==> config.mk <==
export PLATFORM = sky130hd
export DESIGN_NAME = dma_endptr_agen
export DESIGN_NICKNAME = d
export VERILOG_FILES = /design/src/rtl/dma_endptr_agen.sv
export SDC_FILE = /design/constraint.sdc
export NUM_CORES = 1
export LEC_CHECK = 0
export ABC_AREA = 1
export CORE_MARGIN = 1.5
export CORE_UTILIZATION = 35
export DETAILED_ROUTE_END_ITERATION = 7
export PLACE_DENSITY = 0.58
export SYNTH_ARGS = -nofsm -noshare
export SYNTH_HDL_FRONTEND = slang
export SYNTH_SLANG_ARGS = --single-unit
==> constraint.sdc <==
create_clock -name clk -period 5.6 [get_ports clk]
set_clock_uncertainty 0.2 [all_clocks]
set_input_delay 1.68 -clock clk [delete_from_list [all_inputs] [get_ports clk]]
set_output_delay 1.68 -clock clk [all_outputs]
set_load 0.02 [all_outputs]
==> src/rtl/dma_endptr_agen.sv <==
module dma_endptr_agen #(
  parameter int ADDR_W  = 32,
  parameter int CNT_W   = 10,
  parameter int CNT_LSB = 4,
  parameter int CFG_W   = 32
) (
  input  logic              clk,
  input  logic              rst_n,
  input  logic              start,
  input  logic [CFG_W-1:0]  cfg_word,
  input  logic [ADDR_W-1:0] src_end,
  input  logic [ADDR_W-1:0] dst_end,
  input  logic [1:0]        src_inc,
  input  logic [1:0]        dst_inc,
  input  logic              src_dec,
  input  logic              dst_dec,
  input  logic              byte_swap,
  input  logic              beat_ready,
  input  logic              bus_err,
  output logic              busy,
  output logic [ADDR_W-1:0] src_addr,
  output logic [ADDR_W-1:0] dst_addr,
  output logic [CNT_W-1:0]  remaining,
  output logic              done,
  output logic              config_error
);

  function automatic logic [ADDR_W-1:0] addr_at(input logic [ADDR_W-1:0] ep,
                                                input logic [CNT_W-1:0]  n,
                                                input logic [1:0]        inc,
                                                input logic              dec);
    logic [ADDR_W-1:0] off;
    off = ADDR_W'(n) << inc;
    if (inc == 2'd3) return ep;
    else if (dec)    return ep + off;
    else             return ep - off;
  endfunction

  logic              busy_q, done_q, cerr_q;
  logic [CNT_W-1:0]  cnt_q;
  logic [ADDR_W-1:0] sep_q, dep_q, saddr_q, daddr_q;
  logic [1:0]        sinc_q, dinc_q;
  logic              sdec_q, ddec_q;

  wire              illegal = byte_swap & (src_dec | dst_dec);
  wire              go      = start & ~busy_q & ~illegal;
  wire              step    = busy_q & beat_ready & ~bus_err;
  wire              last    = step & (cnt_q == '0);
  wire [CNT_W-1:0]  cnt_ld  = cfg_word[CNT_LSB +: CNT_W];
  wire [CNT_W-1:0]  cnt_nx  = cnt_q - 1'b1;

  always_ff @(posedge clk or negedge rst_n) begin
    if (!rst_n) begin
      busy_q  <= 1'b0;
      done_q  <= 1'b0;
      cerr_q  <= 1'b0;
      cnt_q   <= '0;
      sep_q   <= '0;
      dep_q   <= '0;
      sinc_q  <= '0;
      dinc_q  <= '0;
      sdec_q  <= 1'b0;
      ddec_q  <= 1'b0;
      saddr_q <= '0;
      daddr_q <= '0;
    end else begin
      done_q <= last;
      if (start && !busy_q) cerr_q <= illegal;
      if (go) begin
        busy_q  <= 1'b1;
        cnt_q   <= cnt_ld;
        sep_q   <= src_end;
        dep_q   <= dst_end;
        sinc_q  <= src_inc;
        dinc_q  <= dst_inc;
        sdec_q  <= src_dec;
        ddec_q  <= dst_dec;
        saddr_q <= addr_at(src_end, cnt_ld, src_inc, src_dec);
        daddr_q <= addr_at(dst_end, cnt_ld, dst_inc, dst_dec);
      end else if (busy_q && bus_err) begin
        busy_q <= 1'b0;
      end else if (last) begin
        busy_q <= 1'b0;
      end else if (step) begin
        cnt_q   <= cnt_nx;
        saddr_q <= addr_at(sep_q, cnt_nx, sinc_q, sdec_q);
        daddr_q <= addr_at(dep_q, cnt_nx, dinc_q, ddec_q);
      end
    end
  end

  assign busy         = busy_q;
  assign done         = done_q;
  assign config_error = cerr_q;
  assign remaining    = cnt_q;
  assign src_addr     = saddr_q;
  assign dst_addr     = daddr_q;

  p_start_load_r2: assert property (@(posedge clk) disable iff (!rst_n)
    (start && !busy && !illegal) |=> (busy && remaining == $past(cnt_ld)));

  p_fixed_src_r5: assert property (@(posedge clk) disable iff (!rst_n)
    (busy && sinc_q == 2'd3) |-> (src_addr == sep_q));

  p_last_end_r6: assert property (@(posedge clk) disable iff (!rst_n)
    (busy && remaining == '0) |-> (src_addr == sep_q && dst_addr == dep_q));

  p_count_step_r7: assert property (@(posedge clk) disable iff (!rst_n)
    (busy && beat_ready && !bus_err && remaining != '0) |=> (busy && remaining == $past(remaining) - 1'b1));

  p_done_pulse_r7: assert property (@(posedge clk) disable iff (!rst_n)
    done |=> !done);

  p_idle_hold_r8: assert property (@(posedge clk) disable iff (!rst_n)
    (!busy && !start) |=> ($stable(remaining) && !busy));

  p_refuse_r9: assert property (@(posedge clk) disable iff (!rst_n)
    (start && !busy && illegal) |=> (!busy && config_error));

  p_abort_hold_r10: assert property (@(posedge clk) disable iff (!rst_n)
    (busy && bus_err) |=> (!busy && !done && remaining == $past(remaining)));

endmodule

==> metrics.md <==
| Metric | Value |
|---|---|
| Final instance area | 0.02289 mm2 |
| DP Cell Count | 3807 |
| Largest net degree at the start of global routing | 159 |
| WP buf/inv | 7 |
| Synthesis warning total | 0 |
| Area share of the leading cell type in the synthesized netlist | 21.13% |
| Count leader, synth | nand2_1 |
| TritonCTS Sinks | 147 |
| Status | finished clean |
| Met1 layer usage reported by global route | 37.31% |
| Layout filler cell count | 5225 |
| Die height | 226.0 um |
| Area Overhead vs Synth | 31.47% |
| Ys flop type | dfrtp_1 |
| Port bufs | 162 |
| Seq/Total Area, Yosys | 21.13% |
| Worst reg2reg path depth | 25 |
| GRT Residual Overflow | 0 |
| Register bit total from synthesis | 147 |
| Hold Vio Cnt, Final | 0 |
| RSZ-0062 raised after global routing | false |
| Lkg Pwr | 11.45 nW |
| Placeable Area | 0.04905 mm2 |
| Reg2reg end | dst_addr[29] |
| Placed cell areas | 0.02198 mm2 |
| Power, Total | 10.74 mW |
| Synthesized area | 0.01741 mm2 |
| Max clock buf depth | 2 |
| Critical path arrival | 5.51 ns |
| Most used routing layer | met2 |
| Worst path cell trace | clkdlybuf4s50_1 > buf_4 > buf_4 > mux2i_1 > buf_4 > nand2_1 > nor2_4 > nand4_4 > nand2_4 > inv_2 > ha_1 > buf_4 > nand2_1 > nor2_1 > inv_1 > nor3_1 > a221oi_1 > a21o_1 > nand3_1 > nand2_2 > nand2_1 > nand2_1 > nand2_1 |
| Die area | 0.05109 mm2 |
| CTS tree | done |
| Slew HR | 34.21% |
| Final Cycle Share | 95.60% |
| Root buffer cell | clkbuf_16 |
| Worst min path class | reg -> reg |
| Routed wire per std cell | 17.98 um |
| Post-synth EDFFs | 0 |
| Area contributors post-synth | dfrtp_1 21%, nand2_1 14%, ha_1 9.7% |
| PD cells | 469.3 mW/mm2 |
| Initial Util | 35.49% |
| First-pass GRT wire length | 105.7 mm |
| Vias | 19.89k |
| Worst Hold Launch | dst_addr[25] |
| CP Depth | 23 |
| Dpl ws | -0.7577 ns |
| Grt met3 use | 3.487% |
| Synth area leader | dfrtp_1 |
| Slack of the worst reg-to-reg path | 0.63 ns |
| Setup violations, final | 0 |
| Gpl congestion | 0.9268 |
| CP most frequent cell | nand2_1 |
| Reg clk slew, reported paths | 0.06 ns |
| CTS Buf Count | 17 |
| Row count | 81 |
| Share of cells above drive strength 1 | 16.17% |
| Post-synth top cells | 632 x nand2_1, 324 x inv_1, 323 x nor2_1 |
| Antenna viol nets, final | 0 |
| Via-to-Cell Ratio | 5.175 |
| Peak VDD IR | 0.2920 mV |
| Setup WS post-layout | 0.2461 ns |
| Dpl hpwl | 56.44 mm |
| Sum Neg Setup Slack | 0 ns |
| CP endpoint kind | flop |
| CTS H-tree lvls | 4 |
| Fmax | 0.1868 GHz |
| Drt drc | 0 |
| Ys async rst share | 100.0% |
| Total GRT Usage | 27.05% |
| Clk_lat worst skew | 0.47 ns |
| Initial detailed-routing violation count | 1474 |
| Final hold slack | 0.2734 ns |
| Post-Layout Cell Count | 3843 |
| TritonRoute pass-1 iters | 7 |
| I/O pin count | 185 |
| Worst Hold Path Cells | 2 |
| Max Slew Vio Count | 0 |
| M2 GR Usage | 43.68% |
| Ant diodes | 0 |
| Max FO, Critical Path | 6 |
| Critical R2R Launch | remaining[1] |
| Syn nets | 2985 |
| Critical path class | in -> reg |
| Crit path largest cell delay | 0.51 ns |
| Startpoint types | input port |
| Slowest cell on crit path | clkdlybuf4s50_1 |
| Tmin final | 5.354 ns |
| Antenna violations before repair | 0 |
| Chip width | 226.0 um |
| Net count, final | 3414 |
| Post-synthesis instance total | 2738 |
| Routed Wire Length | 69.10 mm |
| Worst EP required | 5.75 ns |
| Vias in the first global route | 18.72k |
| Synth Area per Inst | 6.358 um2 |
| Max Cap Viol | 0 |
| Distinct cells, synth | 56 |
| Worst hold path endpoint | dst_addr[25] |
| CP top delay family | simple AND/OR/NAND/NOR gates |
| Finished Core Util | 46.66% |
| Worst Max-Slew Pin Slew | 0.9869 ns |
## where the power goes
part / internal (mW) / switching [mW]
registers: 1.44 / 0.395
logic: 2.94 / 4.68
clock network: 0.760 / 0.537
## kinds of logic after synthesis
logic type / after synthesis / synth area share, %
simple gates: 1226 / 30.21
compound gates: 684 / 22.78
buf+inv: 424 / 9.724
flops: 147 / 21.13
fa+ha+maj: 139 / 10.16
xor+xnor: 111 / 5.584
mux: 7 / 0.4025
## how the worst max path moves through the flow
stage                              end  slack (ns)   startpoint
final                     src_addr[27]        0.25   dst_inc[1]
after global routing      dst_addr[16]       0.006   dst_inc[1]
after CTS                 src_addr[23]       0.003  cfg_word[5]
after detailed placement  src_addr[23]       -0.76   src_inc[0]
after global placement    src_addr[23]       -0.59   src_inc[0]
after floorplan           src_addr[29]        0.48   src_inc[0]
## timing repair
| action | 4_1_cts | 5_1_grt |
|---|---|---|
| hold buffers | 0 | 0 |
| gates cloned | 0 | 1 |
| endpoints found under the setup margin | 16 | 38 |
| pin swaps | 1 | 29 |
| resized for setup | 6 | 95 |
| buffers inserted | 1 | 3 |
## cells in the final DEF, fill, tap and decap left out, types with 37 or more instances in the layout
| cell | Yosys | layout |
|---|---|---|
| a21o_1 | 37 | 37 |
| clkdlybuf4s50_1 | 0 | 154 |
| nor2_1 | 323 | 312 |
| dfrtp_1 | 147 | 147 |
| nand3_1 | 141 | 137 |
| ha_1 | 135 | 131 |
| buf_4 | 6 | 330 |
| nand2_1 | 632 | 624 |
| xor2_1 | 79 | 79 |
| a31oi_1 | 49 | 49 |
| o21ai_0 | 258 | 237 |
| a21oi_1 | 200 | 185 |
| inv_1 | 324 | 321 |
## worst min-delay path: cells and delay by family, from the launching register on
kind	cells	cell delay (ns)
flip-flops	1	0.34
AND/OR/NAND/NOR	2	0.10
## cell type report
cell class	instances	area, um2	area share (%)
Timing Repair Buffer	498	4209	18.39
Multi-Input combinational cell	2167	12280	53.66
Clock buffer	20	446.7	1.952
Inverter	336	1264	5.521
Sequential cell	147	3679	16.07
Clock inverter	11	177.7	0.7763
Tap cell	664	830.8	3.630
## metal layers
layer	vias up	wire length (um)	part of all wire, %
met3	89	3197	4.6
met5	-	0	0
met1	9302	32790	47
li1	9964	-	-
met4	0	1849	2.7
met2	531	31260	45
## flip-flops by register name, indices dropped and copies added, names as in the netlist
name          flops
busy              1
config_error      1
ddec_q            1
dep_q            32
dinc_q            2
done              1
dst_addr         32
remaining        10
sdec_q            1
sep_q            32
sinc_q            2
src_addr         32
No activity file was read; power rests on OpenSTA's default activity.
